File: config.mk
export PLATFORM = sky130hd
export DESIGN_NAME = sr_port_switch
export DESIGN_NICKNAME = d
export VERILOG_FILES = /design/src/rtl/sr_switch_pkg.sv /design/src/rtl/sr_route_strip.sv /design/src/rtl/sr_out_steer.sv /design/src/rtl/sr_port_switch.sv
export SDC_FILE = /design/constraint.sdc
export NUM_CORES = 1
export LEC_CHECK = 0
export ABC_AREA = 1
export CAP_MARGIN = 20
export CORE_MARGIN = 1.5
export CORE_UTILIZATION = 30
export CTS_CLUSTER_DIAMETER = 200
export CTS_CLUSTER_SIZE = 16
export DETAILED_ROUTE_END_ITERATION = 8
export DONT_BUFFER_PORTS = 1
export GPL_TIMING_DRIVEN = 0
export PLACE_DENSITY = 0.44
export SYNTH_ARGS = -nofsm -noshare
export SYNTH_HDL_FRONTEND = slang
export SYNTH_SLANG_ARGS = --single-unit
File: constraint.sdc
create_clock -name clk -period 1.2 [get_ports clk]
set_input_delay 0.06 -clock clk [delete_from_list [all_inputs] [get_ports clk]]
set_output_delay 0.06 -clock clk [all_outputs]
set_load 0.01 [all_outputs]
File: src/rtl/sr_switch_pkg.sv
package sr_switch_pkg;
    localparam int unsigned SW_FLIT_W   = 32;
    localparam int unsigned SW_SEL_W    = 2;
    localparam int unsigned SW_MAX_HOPS = 8;

    typedef enum logic {
        PH_HEAD = 1'b0,
        PH_BODY = 1'b1
    } sw_phase_e;
endpackage

File: src/rtl/sr_route_strip.sv
module sr_route_strip #(
    parameter int unsigned FLIT_W   = 32,
    parameter int unsigned SEL_W    = 2,
    parameter int unsigned MAX_HOPS = 8
) (
    input  logic [FLIT_W-1:0] head_flit,
    output logic [SEL_W-1:0]  hop_sel,
    output logic [FLIT_W-1:0] stripped_flit
);
    localparam int unsigned RT_W = SEL_W * MAX_HOPS;

    logic [RT_W-1:0] route_now;
    logic [RT_W-1:0] route_next;

    assign route_now  = head_flit[RT_W-1:0];
    assign hop_sel    = route_now[SEL_W-1:0];
    assign route_next = {{SEL_W{1'b0}}, route_now[RT_W-1:SEL_W]};

    generate
        if (FLIT_W > RT_W) begin : g_payload
            assign stripped_flit = {head_flit[FLIT_W-1:RT_W], route_next};
        end else begin : g_route_only
            assign stripped_flit = route_next;
        end
    endgenerate
endmodule

File: src/rtl/sr_out_steer.sv
module sr_out_steer #(
    parameter int unsigned SEL_W   = 2,
    parameter int unsigned NUM_OUT = 4
) (
    input  logic [SEL_W-1:0]   port_sel,
    input  logic               flit_valid,
    input  logic [NUM_OUT-1:0] port_ready,
    output logic [NUM_OUT-1:0] port_valid,
    output logic               flit_ready
);
    logic [NUM_OUT-1:0] hit;

    generate
        for (genvar p = 0; p < NUM_OUT; p++) begin : g_port
            assign hit[p]        = (port_sel == SEL_W'(p));
            assign port_valid[p] = flit_valid & hit[p];
        end
    endgenerate

    assign flit_ready = |(hit & port_ready);
endmodule

File: src/rtl/sr_port_switch.sv
module sr_port_switch
    import sr_switch_pkg::*;
#(
    parameter int unsigned FLIT_W   = SW_FLIT_W,
    parameter int unsigned SEL_W    = SW_SEL_W,
    parameter int unsigned MAX_HOPS = SW_MAX_HOPS,
    localparam int unsigned NUM_OUT = 1 << SEL_W
) (
    input  logic               clk,
    input  logic               rst_n,
    input  logic               in_valid,
    output logic               in_ready,
    input  logic [FLIT_W-1:0]  in_data,
    input  logic               in_last,
    output logic [NUM_OUT-1:0] out_valid,
    input  logic [NUM_OUT-1:0] out_ready,
    output logic [FLIT_W-1:0]  out_data,
    output logic               out_last
);
    typedef struct packed {
        sw_phase_e        phase;
        logic [SEL_W-1:0] port;
    } sw_state_t;

    sw_state_t state_d, state_q;

    logic [SEL_W-1:0]  head_sel;
    logic [FLIT_W-1:0] head_rewritten;
    logic [SEL_W-1:0]  cur_port;
    logic              steer_ready;

    sr_route_strip #(
        .FLIT_W  (FLIT_W),
        .SEL_W   (SEL_W),
        .MAX_HOPS(MAX_HOPS)
    ) u_strip (
        .head_flit    (in_data),
        .hop_sel      (head_sel),
        .stripped_flit(head_rewritten)
    );

    sr_out_steer #(
        .SEL_W  (SEL_W),
        .NUM_OUT(NUM_OUT)
    ) u_steer (
        .port_sel  (cur_port),
        .flit_valid(in_valid),
        .port_ready(out_ready),
        .port_valid(out_valid),
        .flit_ready(steer_ready)
    );

    always_comb begin
        state_d  = state_q;
        cur_port = (state_q.phase == PH_HEAD) ? head_sel : state_q.port;
        out_data = (state_q.phase == PH_HEAD) ? head_rewritten : in_data;
        out_last = in_last;
        in_ready = steer_ready;
        if (in_valid && steer_ready) begin
            state_d.port  = cur_port;
            state_d.phase = in_last ? PH_HEAD : PH_BODY;
        end
    end

    always_ff @(posedge clk) begin
        if (!rst_n) begin
            state_q <= '{phase: PH_HEAD, port: '0};
        end else begin
            state_q <= state_d;
        end
    end
endmodule

# Word level (Yosys, flattened, before mapping)
# Index checks and enable logic that the tools add are counted.
[classes]
bitwise_logic = 5
eq_ne = 3
n_reduce_logical = 3
n_mux = 3
[ops]
columns = ["operator", "count"]
rows = [
  ["2-to-1 mux 16 bit", 1],
  ["AND 1 bit", 4],
  ["AND 4 bit", 1],
  ["equality test 2 bit, second input constant", 2],
  ["OR reduction 4 bit", 1],
  ["equality test 2 x 1 -> 1 bit, second input constant", 1],
  ["logical NOT 2 bit", 1],
  ["2-to-1 mux 2 bit", 1],
  ["logical AND 1 bit", 1],
  ["2-to-1 mux 1 bit", 1],
]
[word_totals]
in_bits = 40
out_inout_bits = 38
reg_bits = 3
elab_cells = 16

# Depth between registers and ports, before layout
[logic_depth]
word_depth = 5
depth_mapped = 11
ltp_nobuf = 10

# Modules after synthesis
# A second synthesis with hierarchy kept.
[hier_totals]
cells_unflattened = 184
hier_area_um2 = 945.9
[modules_own_cells]
columns = ["module", "seq_area_each_um2", "instances", "cells_each", "area_per_inst_um2"]
rows = [
  ["sr_port_switch", 60.1, 1, 132, 609.3],
  ["sr_route_strip", 0.0, 1, 35, 259.0],
  ["sr_out_steer", 0.0, 1, 17, 77.6],
]

# Least setup slack after synthesis
# No wires, ideal clock.
[synth_path]
path_kind = "reg2reg"
start = "reg state_q[2] in the netlist's numbering"
end = "reg state_q[0] in the netlist's numbering"
period_less_slack_ns = 1.179
t_arrival_ns = 1.066
t_required_ns = 1.087
setup_ns = 0.113
n_path_buf = 1
path_stages_with_launch = 12
setup_slack_ns = 0.021
cell_sequence = "dfxtp_1 inv_1 buf_6 nand2_2 nand2_2 nand3_1 nand2_1 inv_2 nand2_2 nand3_1 nand2_1 nor2_1"
[synth_via]
elab_chain_len = 5
word_cells_on_any_way = 8
classes_between = "eq/ne: 3; mux: 1; bitwise: 1; reduce/logical: 3"
[synth_rtl]
columns = ["item", "line", "source"]
rows = [
  ["start: declaration", "sr_port_switch.sv:25", "sw_state_t state_d, state_q;"],
  ["start signal: assignment", "sr_port_switch.sv:67", "state_q <= '{phase: PH_HEAD, port: '0};"],
  ["start signal: assignment", "sr_port_switch.sv:69", "state_q <= state_d;"],
  ["2-to-1 mux 2 bit (*)", "sr_port_switch.sv:55", "cur_port = (state_q.phase == PH_HEAD) ? head_sel : state_q.port;"],
  ["equality test 2 x 1 -> 1 bit, or another cell as far along", "sr_out_steer.sv:15", "assign hit[p] = (port_sel == SEL_W'(p));"],
  ["AND 4 bit (*)", "sr_out_steer.sv:20", "assign flit_ready = |(hit & port_ready);"],
  ["OR reduction 4 bit (*)", "sr_out_steer.sv:20", ""],
  ["via in_ready", "sr_port_switch.sv:12", "output logic in_ready,"],
  ["logical AND 1 bit (*)", "sr_port_switch.sv:59", "if (in_valid && steer_ready) begin"],
]
# Mark *: on every way through the listed nets, which the timed path passes. The rest lies on a longest branch.
# A chain may end at the register's enable or synchronous reset.

# Worst setup path in the final report
[layout_path]
start = "reg state_q[2] in the netlist's numbering"
end = "out in_ready"
[layout_via]
elab_chain_len = 4
word_cells_on_any_way = 7
classes_between = "eq/ne: 3; mux: 1; bitwise: 1; reduce/logical: 2"
[layout_rtl]
columns = ["item", "line"]
rows = [
  ["2-to-1 mux 2 bit (*)", "sr_port_switch.sv:55"],
  ["equality test 2 x 1 -> 1 bit, or another cell as far along", "sr_out_steer.sv:15"],
  ["AND 4 bit (*)", "sr_out_steer.sv:20"],
  ["OR reduction 4 bit (*)", "sr_out_steer.sv:20"],
  ["end: declaration", "sr_port_switch.sv:12"],
]
# Mark *: on every way between the ends. The rest lies on a longest branch, timed or not.

==> flow_metrics.py <==
metrics = {
    "outcome": {
        "status": "finished with violations",
        "violations": "setup timing",
    },
    "sta": {
        "min_period_over_period": 1.04,
        "setup_viol": 7,
        "worstMarginPinSlew_ps": 394,
        "hold_viol_final": 0,
        "rsz0062_at_grt": "true",
        "setup_ws_ps": -54.0,
        "setup_tns_ps": -242,
        "max_freq_mhz": 797,
        "finalCriticalPeriod_ps": 1250,
        "drv_slew": 0,
        "skew_ps": 0.0402,
        "relSlewSlack": 0.735,
        "hold_ws_ps": 11.1,
    },
    "floorplan": {
        "die_h_um": 47.2,
        "die_area_mm2": 0.00223,
        "rows": 15,
        "core_mm2": 0.00178,
        "ios": 78,
        "start_util": 0.329,
        "die_x_um": 47.2,
    },
    "grt": {
        "grt_max_degree": 11,
        "grt_pass1_wl_um": 1840,
        "grt_pass1_vias": 498,
        "grt_util_all_layers": 0.114,
        "antenna_found_initial": 0,
        "grt_overflow": 0,
    },
    "cells_and_area": {
        "num-fill-cells": 205,
        "diodes": 0,
        "regMostFlops": "state_q",
        "drive_above_1_share": 0.567,
        "area_delta_synth_final_pct": 47.1,
        "largest_reg_flops": 3,
        "layout.area.seq_um2": 61.3,
        "largest_registers": "state_q x3",
        "fin_nets": 161,
        "stdcell_count": 145,
        "multi_input_area_um2": 452,
        "stdcell_area_um2": 863,
    },
    "synth": {
        "postSynthAreaPerCell_um2": 5.48,
        "yosysWarnings": 0,
        "synthCells": 107,
        "synthXorXnorAreaFrac": 0,
        "ys_seq_elements": 3,
        "synth_nets": 147,
        "synth_top_family_by_area": "simple AND/OR/NAND/NOR gates",
        "ys_seq_area_frac": 0.102,
        "synthDistinctLibCells": 14,
        "yosys.area_share.simple": 0.414,
        "synth_area_um2": 587,
        "muxShareOfSynthArea": 0,
        "synth_compound_area_frac": 0.119,
        "synthAdderAreaFrac": 0,
    },
    "cts": {
        "htreeDepth": 1,
        "clock_path_buffers": 2,
        "root_buffer": "clkbuf_4",
        "clock_sinks": 3,
        "cts_tree": "done",
        "clk_pin_slew_worst_paths_ps": 40,
        "clk_latency_ps": 230,
        "cts_buffers": 3,
    },
    "place": {
        "hpwl_um": 1140,
        "dp.cells": 132,
        "port_buffers": 0,
        "dpl_cell_area_um2": 618,
        "place_congestion": 0.646,
    },
    "min_path": {
        "min_delay_path_depth": 3,
        "hp-start": "in_valid",
        "hold_path_end": "state_q[1]",
        "min_path_type": "in -> reg",
    },
    "detailed_routing": {
        "vias": 682,
        "m1WireLength_um": 608,
        "routed_wl_um": 1570,
        "drtIter0Drc": 7,
        "routed-wl-met2_um": 823,
        "wl_met3_um": 135,
        "postRouteAntennaNets": 0,
        "routed.top_layer": "met3",
        "vias_per_cell": 4.70,
        "wl_per_cell_um": 10.8,
        "first_pass_iters": 4,
        "route.detailed.drc": 0,
    },
    "setup_path": {
        "required_ps": 1140,
        "ff2ff_path_depth": 11,
        "worstReg2RegEnd": "state_q[2]",
        "startpoint_type": "flop",
        "r2r-start": "state_q[2]",
        "worst_path_largest_cell_delay_ps": 320,
        "crit_path_max_fanout": 5,
        "r2r_slack_ps": -50,
        "worstSetupEndpointType": "primary output",
        "path_class": "reg -> out",
        "cp_slowest_cell": "dfxtp_2",
        "path_cells": "inv_2 -> buf_6 -> nand2_2 -> nand2_4 -> nand3_2 -> nand2_2 -> inv_2 -> nand2_4",
        "critical_path_arrival_ps": 1190,
    },
    "power_and_ir_drop": {
        "ir_drop_v": 0.000552,
        "p_leak_uw": 0.000434,
        "p_per_area_mw_per_mm2": 950,
    },
    "run": {
        "max_cap_violations": 0,
    },
}
-- how the worst max path moves through the flow --
stage / slack [ps] / end / startpoint
finish: -50 / in_ready / state_q[2]
global route: -140 / state_q[0] / state_q[2]
CTS: -50 / out_valid[0] / state_q[2]
detailed placement: -120 / state_q[2] / state_q[2]
global placement: -110 / state_q[2] / state_q[2]
floorplan: 20 / state_q[0] / state_q[2]
-- per-stage QoR --
step	utilization	total power, µW	setup slack (ps)
finish	0.484	820	-54.0
floorplan	-	432	21.3
global route	0.484	883	-143
detailed placement	0.347	478	-119
CTS	0.442	779	-52.4
global placement	0.347	477	-112
-- critical path, delay by kind of cell (launching register included) --
kind,cells,cell delay [ps]
AND/OR/NAND/NOR,5,430
buffers and inverters,3,220
flip-flops,1,320
-- cells by family after synthesis --
kind of cell / after synthesis
and+or+nand+nor: 53
buffers and inverters: 37
AOI/OAI and AO/OA: 14
DFF: 3
-- final cells by class --
| type | instances | area share |
|---|---|---|
| inverter | 16 | 0.0696 |
| tap | 25 | 0.0362 |
| buffer | 21 | 0.191 |
| clock buffer | 4 | 0.0304 |
| multi-input combinational | 67 | 0.523 |
| timing repair buffer | 9 | 0.0783 |
| sequential | 3 | 0.0710 |
-- routing by layer --
layer  vias to the layer above  GRT usage
met3                         0     0.0154
met1                       300      0.120
li1                        338          -
met5                         -          0
met2                        44      0.219
met4                         0     0.0500
-- cell usage after synthesis --
master | instances | area, µm²
nand2_1 | 26 | 97.6
buf_4 | 18 | 135
inv_1 | 14 | 52.6
o21ai_0 | 14 | 70.1
nand2_2 | 8 | 50.1
nand3_1 | 7 | 35.0
nor2_1 | 6 | 22.5
nor3_1 | 4 | 20.0
dfxtp_1 | 3 | 60.1
clkbuf_1 | 2 | 7.51
inv_2 | 2 | 7.51
buf_6 | 1 | 11.3
nor2_2 | 1 | 6.26
nor2_4 | 1 | 11.3
-- layout by cell type (no fill, tap or decap) --
master,n
nor3_2,4
clkbuf_4,4
inv_1,13
nand3_2,2
clkbuf_1,1
buf_4,25
nor2_1,6
dlygate4sd3_1,1
nand2_2,5
o21ai_2,11
nand3_1,3
dfxtp_1,2
nand2_4,6
o21ai_1,2
nand2_1,23
dfxtp_2,1
inv_2,3
o21ai_0,1
buf_2,1
nor2_4,2
buf_6,2
nand3_4,2
-- what timing repair did --
item	4_1_cts	5_1_grt
hold buffers	1	0
setup endpoints to repair	24	20
endpoints found under the hold margin	3	0
pin swaps	5	6
gates resized for setup	36	16
buffers inserted	6	1
cloned	1	0
-- where the power goes --
part,switching (µW),internal (µW)
combinational,307,214
clock,52.2,125
sequential,9.03,114
total,368,452
(Power assumes the default switching activity.)
